$ cat config.mk
export PLATFORM = sky130hd
export DESIGN_NAME = codec_regfile
export DESIGN_NICKNAME = d
export VERILOG_FILES = /design/src/rtl/codec_regs_pkg.sv /design/src/rtl/cr_index_port.sv /design/src/rtl/cr_cal_timer.sv /design/src/rtl/cr_reg_array.sv /design/src/rtl/codec_regfile.sv
export SDC_FILE = /design/constraint.sdc
export NUM_CORES = 1
export LEC_CHECK = 0
export BUFFER_PORTS_ARGS = -buffer_cell sky130_fd_sc_hd__buf_4
export CAP_MARGIN = 10
export CORE_UTILIZATION = 53
export DETAILED_ROUTE_END_ITERATION = 10
export GPL_ROUTABILITY_DRIVEN = 1
export GPL_TIMING_DRIVEN = 0
export PLACE_DENSITY = 0.79
export REMOVE_ABC_BUFFERS = 1
export SYNTH_ARGS = -nofsm -noshare
export SYNTH_HDL_FRONTEND = slang
export SYNTH_SLANG_ARGS = --single-unit
$ cat constraint.sdc
create_clock -name clk -period 5 [get_ports clk]
set_clock_uncertainty 0.05 [all_clocks]
set_input_delay 0.5 -clock clk [delete_from_list [all_inputs] [get_ports clk]]
set_output_delay 0.5 -clock clk [all_outputs]
set_load 0.02 [all_outputs]
$ cat src/rtl/codec_regs_pkg.sv
package codec_regs_pkg;
  localparam int DW         = 8;
  localparam int IDX_W      = 5;
  localparam int NUM_REGS   = 1 << IDX_W;
  localparam int LEGACY_W   = IDX_W - 1;

  // register indices whose behaviour is special
  localparam int REG_VOL_R  = 1;
  localparam int REG_TEST   = 9;
  localparam int REG_MISC   = 12;

  // bit positions
  localparam int BIT_RO_VOL = 4;
  localparam int BIT_CAL    = 5;
  localparam int BIT_MODE2  = 6;
  localparam int BIT_BUSY   = 7;

  // writable-bit mask per register index
  function automatic logic [DW-1:0] wr_mask(input int idx);
    logic [DW-1:0] m;
    m = '1;
    if (idx == REG_VOL_R) m[BIT_RO_VOL] = 1'b0;
    if (idx == REG_TEST)  m[BIT_CAL]    = 1'b0;
    if (idx == REG_MISC)  m = DW'(1) << BIT_MODE2;
    return m;
  endfunction
endpackage

$ cat src/rtl/cr_index_port.sv
module cr_index_port
  import codec_regs_pkg::*;
#(
  parameter int INIT_CYCLES = 64
) (
  input  logic             clk,
  input  logic             rst,
  input  logic             idx_we,
  input  logic [IDX_W-1:0] idx_in,
  input  logic             mce_in,
  output logic [IDX_W-1:0] idx_q,
  output logic             mce_q,
  output logic             init_busy,
  output logic             cal_start
);
  localparam int INIT_W = $clog2(INIT_CYCLES + 1);

  logic [INIT_W-1:0] init_cnt;

  always_ff @(posedge clk) begin
    if (rst) begin
      init_cnt <= INIT_W'(INIT_CYCLES);
    end else if (init_cnt != '0) begin
      init_cnt <= init_cnt - 1'b1;
    end
  end

  always_ff @(posedge clk) begin
    if (rst) begin
      idx_q <= '0;
      mce_q <= 1'b0;
    end else if (idx_we) begin
      idx_q <= idx_in;
      mce_q <= mce_in;
    end
  end

  assign init_busy = (init_cnt != '0);
  // leaving mode-change state kicks off calibration
  assign cal_start = idx_we && mce_q && !mce_in;
endmodule

$ cat src/rtl/cr_cal_timer.sv
module cr_cal_timer #(
  parameter int CAL_CYCLES = 384
) (
  input  logic clk,
  input  logic rst,
  input  logic start,
  output logic busy
);
  localparam int CAL_W = $clog2(CAL_CYCLES + 1);

  logic [CAL_W-1:0] cnt;

  always_ff @(posedge clk) begin
    if (rst) begin
      cnt <= '0;
    end else if (start) begin
      cnt <= CAL_W'(CAL_CYCLES);
    end else if (cnt != '0) begin
      cnt <= cnt - 1'b1;
    end
  end

  assign busy = (cnt != '0);
endmodule

$ cat src/rtl/cr_reg_array.sv
module cr_reg_array
  import codec_regs_pkg::*;
(
  input  logic             clk,
  input  logic             rst,
  input  logic             we,
  input  logic [IDX_W-1:0] addr,
  input  logic [DW-1:0]    wdata,
  output logic [DW-1:0]    rdata,
  output logic             mode2
);
  logic [NUM_REGS-1:0][DW-1:0] bank;

  for (genvar g = 0; g < NUM_REGS; g++) begin : g_reg
    localparam logic [DW-1:0] MASK = wr_mask(g);
    logic [DW-1:0] q;
    always_ff @(posedge clk) begin
      if (rst) begin
        q <= '0;
      end else if (we && addr == IDX_W'(g)) begin
        q <= wdata & MASK;
      end
    end
    assign bank[g] = q;
  end

  assign rdata = bank[addr];
  assign mode2 = bank[REG_MISC][BIT_MODE2];
endmodule

$ cat src/rtl/codec_regfile.sv
module codec_regfile
  import codec_regs_pkg::*;
#(
  parameter int            INIT_CYCLES = 64,
  parameter int            CAL_CYCLES  = 384,
  parameter logic [DW-1:0] REV_ID      = 8'h0A
) (
  input  logic          clk,
  input  logic          rst,
  input  logic          bus_sel,
  input  logic          bus_wr,
  input  logic          bus_rd,
  input  logic [DW-1:0] bus_wdata,
  output logic [DW-1:0] bus_rdata,
  output logic          bus_rvalid
);
  logic [IDX_W-1:0] idx_q;
  logic [IDX_W-1:0] eff_idx;
  logic             mce_q;
  logic             init_busy;
  logic             cal_start;
  logic             cal_busy;
  logic             mode2;
  logic             data_we;
  logic [DW-1:0]    raw_rd;
  logic [DW-1:0]    data_rd;
  logic [DW-1:0]    index_rd;

  cr_index_port #(.INIT_CYCLES(INIT_CYCLES)) u_index (
    .clk       (clk),
    .rst       (rst),
    .idx_we    (bus_wr && !bus_sel),
    .idx_in    (bus_wdata[IDX_W-1:0]),
    .mce_in    (bus_wdata[BIT_MODE2]),
    .idx_q     (idx_q),
    .mce_q     (mce_q),
    .init_busy (init_busy),
    .cal_start (cal_start)
  );

  cr_cal_timer #(.CAL_CYCLES(CAL_CYCLES)) u_cal (
    .clk   (clk),
    .rst   (rst),
    .start (cal_start),
    .busy  (cal_busy)
  );

  // legacy mode folds the upper half onto the lower half
  assign eff_idx = mode2 ? idx_q : {1'b0, idx_q[LEGACY_W-1:0]};
  assign data_we = bus_wr && bus_sel && !init_busy;

  cr_reg_array u_regs (
    .clk   (clk),
    .rst   (rst),
    .we    (data_we),
    .addr  (eff_idx),
    .wdata (bus_wdata),
    .rdata (raw_rd),
    .mode2 (mode2)
  );

  always_comb begin
    data_rd = raw_rd;
    if (eff_idx == IDX_W'(REG_TEST)) begin
      data_rd[BIT_CAL] = cal_busy;
    end else if (eff_idx == IDX_W'(REG_MISC)) begin
      data_rd            = REV_ID & 8'h8F;
      data_rd[BIT_MODE2] = mode2;
      data_rd[7]         = REV_ID[7] | mode2;
    end
  end

  always_comb begin
    index_rd              = '0;
    index_rd[IDX_W-1:0]   = idx_q;
    index_rd[BIT_MODE2]   = mce_q;
    index_rd[BIT_BUSY]    = init_busy;
  end

  always_ff @(posedge clk) begin
    if (rst) begin
      bus_rdata  <= '0;
      bus_rvalid <= 1'b0;
    end else begin
      bus_rvalid <= bus_rd;
      if (bus_rd) bus_rdata <= bus_sel ? data_rd : index_rd;
    end
  end
endmodule

== Word level (Yosys, flattened, before mapping) ==
Cells that the tools add are included.
Operators by class
  add/sub/neg operators: 2
  reduce and logical (&&, ||, !) cells: 45
  mux-type cells: 10
  order comparisons: 1
  eq/ne operators: 31
Operators with widths (count)
  equality test 5 bit, second input constant: 16
  binary-select mux 8 bit (select 5 bit): 1
  equality test 5 x 4 -> 1 bit, second input constant: 8
  logical AND 1 bit: 37
  2-to-1 mux 8 bit: 3
  equality test 5 x 3 -> 1 bit, second input constant: 4
  2-to-1 mux 9 bit: 2
  equality test 5 x 2 -> 1 bit, second input constant: 2
  2-to-1 mux 5 bit: 2
  nonzero test 9 bit: 1
  subtractor 9 x 1 -> 9 bit, second input constant: 1
  nonzero test 7 bit: 1
  subtractor 7 x 1 -> 7 bit, second input constant: 1
  < comparator 5 x 6 -> 1 bit, second input constant: 1
  equality test 5 x 1 -> 1 bit, second input constant: 1
  zero test 5 bit: 1
  zero test 1 bit: 3
  2-to-1 mux 2 bit: 1
  nonzero test 2 bit: 1
  OR reduction 2 bit: 1
  2-to-1 mux 1 bit: 1
Storage, ports and cells
  logic and storage cells: 128
  output and inout port bits: 9
  register bits after elaboration: 278
  input port bits: 13

== Depth between registers and ports, before layout ==
Gate-level depths: netlist of run 1.
  depth in word-level cells: 6
  gate-level depth with buffers: 9
  gate-level depth less buffers: 7

== By module ==
From an unflattened synthesis of run 1, not the netlist that was laid out.
Unflattened totals
  cells, all modules: 1392
  area total of the unflattened synthesis: 12877.4 um^2
Modules (own cells, without submodules)
  cr_reg_array: area each 11332.1 um^2, cells an instance 1226, instances 1
  cr_index_port: area each 576.8 um^2, cells an instance 57, instances 1
  codec_regfile: area each 504.2 um^2, cells an instance 59, instances 1
  cr_cal_timer: area each 464.2 um^2, cells an instance 50, instances 1

== Worst setup path before layout of run 1 ==
OpenSTA, ideal clock, no wires.
  kind: reg-to-reg
  from: register u_index.init_cnt[2]
  to: register u_regs.g_reg[18].q[0]
  slack: 2.800 ns
  setup time: 0.128 ns
  arrival time: 2.022 ns
  clock period less this slack: 2.200 ns
  buffers on the path: 1
  stages on the path, launching flop included: 7
  data required time: 4.822 ns
  path through: dfxtp_1 > or4_1 > buf_6 > nor3_4 > nand4_2 > mux2i_1 > nor2_1
Between the ends
  cells in the longest elaborated chain, start to end: 4
RTL lines
  start, declared: line cr_index_port.sv:18  | logic [INIT_W-1:0] init_cnt;
  start signal, assigned: line cr_index_port.sv:22  | init_cnt <= INIT_W'(INIT_CYCLES);
  start signal, assigned: line cr_index_port.sv:24  | init_cnt <= init_cnt - 1'b1;
  nonzero test 7 bit: line cr_index_port.sv:38  | assign init_busy = (init_cnt != '0);
  zero test 1 bit: line codec_regfile.sv:50  | assign data_we = bus_wr && bus_sel && !init_busy;
  logical AND 1 bit: line codec_regfile.sv:50
  logical AND 1 bit: line cr_reg_array.sv:20  | end else if (we && addr == IDX_W'(g)) begin
  end signal, assigned: line cr_reg_array.sv:21  | q <= wdata & MASK;
  end, declared: line cr_reg_array.sv:16  | logic [DW-1:0] q;
Every way passes these cells.
A chain may end at the register's enable or synchronous reset.

== Worst setup path after layout of run 1 ==
  from: register u_index.idx_q[3]
  to: register u_regs.g_reg[27].q[5]
Between the ends
  cells in the longest elaborated chain, start to end: 3
RTL lines
  start, declared: line cr_index_port.sv:11  | output logic [IDX_W-1:0] idx_q,
  start signal, assigned: line cr_index_port.sv:33  | idx_q <= idx_in;
  2-to-1 mux 5 bit: line codec_regfile.sv:49  | assign eff_idx = mode2 ? idx_q : {1'b0, idx_q[LEGACY_W-1:0]};
  equality test 5 bit: line cr_reg_array.sv:20
  logical AND 1 bit: line cr_reg_array.sv:20
  end signal, assigned: line cr_reg_array.sv:21
  end, declared: line cr_reg_array.sv:16
Every way passes these cells.

==> impl_metrics.ini, run 1 <==
[run_status]
status = finished clean

[critical_path]
startpoint = u_index.idx_q[3]
cp-endpoint = u_regs.g_reg[27].q[5]
rrSetupSlack_ns = 1.71
worst_ep_arrival_time_ns = 3.64
path_class = register to register
worst_path_dominant_cell_family = simple AND/OR/NAND/NOR gates
max_stage_delay_ns = 1.03
cp-start-kind = register
end_kind = register
cp_data_required_time_ns = 5.35
rr_endpoint = u_regs.g_reg[27].q[5]
critPathSlowestCell = dfxtp_2
cp.depth = 6
ff2ff_path_depth = 6
crit_buf_inv = 1
crit_chain = nand2b_1 -> nor4_4 -> buf_6 -> and2_1 -> mux2i_1 -> nor2_1
r2r_start = u_index.idx_q[3]
cp_max_fo = 37

[routing]
vias = 9543
vias_per_cell = 6.16
dr.pass1.iters = 6
drc = 0
drt-initial-drc-count = 1042
ant_nets = 0
wl_um = 30900
wire_per_inst_um = 19.9

[timing]
fin_crit_sh = 0.657
worst_pin_slew_ns = 1.10
slew_headroom = 0.265
maxSlewViolCount = 0
final_hold_viol_count = 0
timing.fmax_ghz = 0.304
setup_viol = 0
rsz0062_at_grt = no
worst_slack_ns = 1.71
period_needed_ns = 3.29

[clocking]
cts_htree_levels = 1
cts_buffers = 29
clkTransAtPathRegs_ns = 0.06
post_cts.repair.setup_buffers = 0
clock_path_buffers = 3
cts_root_buf = clkbuf_16
cts-resized-gates = 0
holdBufCountCts = 0
clkSinkCount = 278
clk_latency_ns = 0.55
cts_tree = built

[synth]
ys_seq_elements = 278
syn_area_sq_um = 12600
synth_cells = 1268
yosys-top-cells-area = dfxtp_1 (44%), mux2i_1 (16%), mux4_2 (10%)
synthFlopType = dfxtp_1
synthArstFlopShare = 0
synth_cell_types = 57
syn_area_per_cell_sq_um = 9.90
yosys-top-cells-count = dfxtp_1 (278), nor2_1 (208), mux2i_1 (201)
yosysTopAreaCell = dfxtp_1
ys_seq_area_frac = 0.443
yosysWarnings = 0
synth_edf_count = 0
synthMostInstantiatedCell = dfxtp_1
synth_top_area_frac = 0.443

[floorplan]
coreArea_sq_um = 22900
num_rows = 55
die_area_sq_um = 24300
start_util = 0.548
die_y_um = 156
die_w_um = 156
io_pins = 22

[grt]
grt_max_degree = 143
grt_overflow = 0
antenna_found_initial = 0
grtUsageTotal = 0.256
grt_pass1_wl_um = 49300
grt_pass1_vias = 9075

[power]
power_leakage_nw = 5.50
peakVddDrop_uv = 248
cellPowerDensity_nw_per_um2 = 358
total_power_mw = 4.94

[placement]
dp_slack_ns = 1.77
hpwl_um = 18900
portBuffers = 21
finalWeightedCongestion = 0.854
placed_cell_area_sq_um = 12900

[finish]
nNetsFinal = 1234
fin_area_sq_um = 13800
diodes = 0
area_growth_pct = 9.93
drive_above_1_share = 0.144

[job]
drv_cap = 0

[min_path]
hold_class = input port to register
[cell usage in the layout (no fill, tap or decap), types with 7 or more instances in the layout]
| master | instances |
|---|---|
| nor2_1 | 206 |
| o21ai_0 | 7 |
| clkbuf_16 | 29 |
| mux4_2 | 56 |
| dfxtp_1 | 274 |
| a21oi_1 | 83 |
| nand3_1 | 83 |
| inv_1 | 9 |
| a22oi_1 | 7 |
| nand3_4 | 9 |
| mux2_2 | 7 |
| mux2i_1 | 201 |
| nor3_1 | 7 |
| clkinv_2 | 7 |
| nand2_1 | 96 |
| buf_4 | 21 |
[through the flow]
step | TNS [ns] | hold slack (ns) | util | cells
4_1_cts | 0 | 0.270 | 0.602 | 1548
3_5_place_dp | 0 | 0.394 | 0.561 | 1499
5_1_grt | 0 | 0.296 | 0.602 | 1549
2_1_floorplan | 0 | 0.377 | - | 1152
3_3_place_gp | -236.19 | 0.389 | 0.549 | 1486
6_report | 0 | 0.289 | 0.602 | 1549
[area by class of cell]
type                    instances  area, sq um
repair buffers                 35          403
multi-input cells             865         6460
clock inverters                13          130
fillers                      1847         9110
flip-flops and latches        278         5580
well taps                     313          392
clock buffers                  36          812
inverters                       9         33.8
[per-layer routing]
layer  up-vias  wire length [um]  global-route usage
met5         -                 0                   0
met4         0               816              0.0789
li1       4358                 -                   -
met1      4770             13300               0.353
met2       339             14500               0.412
met3        76              2210              0.0428
[where the power goes]
group / total [mW] / switching, mW / leakage, nW / internal (mW)
logic: 0.480 / 0.294 / 2.79 / 0.186
registers: 2.34 / 0.0710 / 2.25 / 2.27
clock network: 2.12 / 0.873 / 0.468 / 1.25
[registers in the layout (all words and copies together), names as in the netlist]
signal	count
u_index.init_cnt	7
bus_rdata	8
u_regs.g.q	247
u_cal.cnt	9
u_index.mce_q	1
bus_rvalid	1
u_index.idx_q	5
[worst min-delay path, stage by stage]
cell and delay (ns):
buf_4 0.15, mux2i_1 0.08, o2bb2ai_1 0.11
[cells by family after synthesis]
group	count (synthesis)	synth area share
simple gates	455	0.173
flops	278	0.443
mux	264	0.267
compound gates	132	0.0626
buf+inv	125	0.0439
xor+xnor	11	0.00767
fa+ha+maj	3	0.00299
[worst min path at each step]
stage	startpoint	slack, ns	to	cells past startpoint
floorplan	u_regs.g_reg[4].q[1]	0.38	u_regs.g_reg[4].q[1]	2
global placement	u_regs.g_reg[8].q[7]	0.39	u_regs.g_reg[8].q[7]	2
detailed placement	u_regs.g_reg[11].q[3]	0.39	u_regs.g_reg[11].q[3]	2
CTS	bus_rd	0.27	bus_rdata[7]	3
global route	bus_rd	0.30	bus_rdata[1]	3
finish	bus_rd	0.29	bus_rdata[7]	3
Note: power is estimated with default switching activity, not from simulation.
==> inputs of run 2 (changes only) <==
Clock period 5 ns to 3.4 ns, I/O delays scaled along.
==> run 2 against run 1 <==
  * First-iteration DRC count decreased by 0.48%
  * Worst hold slack got worse by 0.16 ns
  * Sequential cell count did not move
  * Highest routed layer unchanged
  * Non-clock buffer count unchanged
  * Fmax rose by 3.4%
  * Cell count unchanged
  * Sequential power rose by 47%
  * Cell area barely moved
  * Combinational power rose by 47%
  * Clock power increased by 47%
  * Count of clock-buffer cells in the layout is the same
==> impl_metrics.ini, run 2 (synthesis gave the netlist of run 1 again) <==
[job]
drv_cap = 0

[critical_path]
max_stage_delay_ns = 0.86
cp_data_required_time_ns = 3.73
worst_ep_arrival_time_ns = 3.51
path_class = register to register
critPathSlowestCell = nor4_4
cp-start-kind = register
crit_buf_inv = 0
crit_chain = or4_1 -> nor4_4 -> and3_1 -> mux2i_1 -> nor2_1
end_kind = register
worst_path_dominant_cell_family = simple AND/OR/NAND/NOR gates
cp_max_fo = 13

[grt]
grt_pass1_wl_um = 49300
grt_pass1_vias = 9075
grt_max_degree = 143
grtUsageTotal = 0.256
grt_overflow = 0
antenna_found_initial = 0

[power]
power_leakage_nw = 5.50
peakVddDrop_uv = 364
cellPowerDensity_nw_per_um2 = 526
p_switching_mw = 1.82
seqPwrFrac = 0.474
combPwrFrac = 0.097
p_int_mw = 5.45
p_clk_frac = 0.429
switching_share = 0.250

[clocking]
holdBufCountCts = 0
cts_buffers = 29
cts_tree = built
cts-resized-gates = 0
clkTransAtPathRegs_ns = 0.06
cts_root_buf = clkbuf_16
clock_path_buffers = 3
clkSinkCount = 278
clk_latency_ns = 0.55
cts_htree_levels = 1
post_cts.repair.setup_buffers = 0

[routing]
vias = 9544
drc = 0
ant_nets = 0
drt-initial-drc-count = 1037
dr.pass1.iters = 5
wire_per_inst_um = 20.0
vias_per_cell = 6.16
wl_um = 30900

[timing]
setup_viol = 0
worst_slack_ns = 0.220
worst_pin_slew_ns = 0.887
period_needed_ns = 3.18
fin_crit_sh = 0.935
timing.fmax_ghz = 0.314
maxSlewViolCount = 0
slew_headroom = 0.406
rsz0062_at_grt = no
final_hold_viol_count = 0
tns_ns = 0

[floorplan]
coreArea_sq_um = 22900
start_util = 0.548
num_rows = 55
die_area_sq_um = 24300
die_y_um = 156
io_pins = 22
die_w_um = 156

[finish]
drive_above_1_share = 0.145
final_cell_mix = dfxtp_1 (274), nor2_1 (205), mux2i_1 (201), nand2_1 (96)
stdcell_count = 1549
diodes = 0
nNetsFinal = 1234
area_growth_pct = 9.97
top_regs = u_regs.g.q x247, u_cal.cnt x9, bus_rdata x8
regMostFlops = u_regs.g.q
nFillCells = 1847
final_common_cell = dfxtp_1
largest_reg_flops = 247

[placement]
post-place-cells = 1499
hpwl_um = 18900
finalWeightedCongestion = 0.854
dp_slack_ns = 0.172
portBuffers = 21

[min_path]
hold_class = input port to register

[run_status]
status = finished clean
[run 2: cell counts in the layout (fill, tap and decap cells not counted)]
No cell type changed its count.
[run 2: worst register-to-register path: stages (launching register included)]
cell	delay, ns
dfxtp_1	0.34
or4_1	0.75
nor4_4	0.86
and3_1	0.66
mux2i_1	0.29
nor2_1	0.07
[run 2: area by class of cell]
type                       instances  area [sq um]  share of cell area
clock buffer                      36           812              0.0588
clock inverter                    13           130             0.00942
inverter                           9          33.8             0.00245
multi-input combinational        865          6460               0.468
sequential                       278          5580               0.404
tap                              313           392              0.0284
timing repair buffer              35           403              0.0292
[run 2: power groups by stage]
stage	combinational [mW]	sequential (mW)	clock, mW
final	0.705	3.44	3.12
after global routing	0.771	3.45	3.29
after CTS	0.701	3.44	3.15
after detailed placement	0.696	3.51	0
after global placement	0.636	3.53	0
after floorplan	0.444	3.50	0
[run 2: path summary, 6_finish.rpt]
kind	startpoint	endpoint	slack, ns	depth (start not counted)
max reg2reg	u_index.init_cnt[2]	u_regs.g_reg[22].q[5]	0.22	5
max	u_index.init_cnt[2]	u_regs.g_reg[22].q[5]	0.22	5
min reg2reg	u_regs.g_reg[7].q[2]	u_regs.g_reg[7].q[2]	0.40	2
min	bus_rd	bus_rdata[7]	0.13	3
[run 2: metal layers]
metal / vias up / share of wire / GRT usage
li1: 4355 / - / -
met1: 4743 / 0.43 / 0.353
met2: 381 / 0.47 / 0.412
met3: 65 / 0.073 / 0.0428
met4: 0 / 0.024 / 0.0789
met5: - / 0 / 0
[run 2: per-stage QoR]
stage | utilization | total power [mW] | area, sq um | hold slack [ns]
after floorplan | - | 3.94 | 12000 | 0.359
after global placement | 0.549 | 4.16 | 12600 | 0.389
after detailed placement | 0.561 | 4.21 | 12900 | 0.394
after CTS | 0.602 | 7.29 | 13800 | 0.110
after global routing | 0.603 | 7.51 | 13800 | 0.136
final | 0.603 | 7.27 | 13800 | 0.129
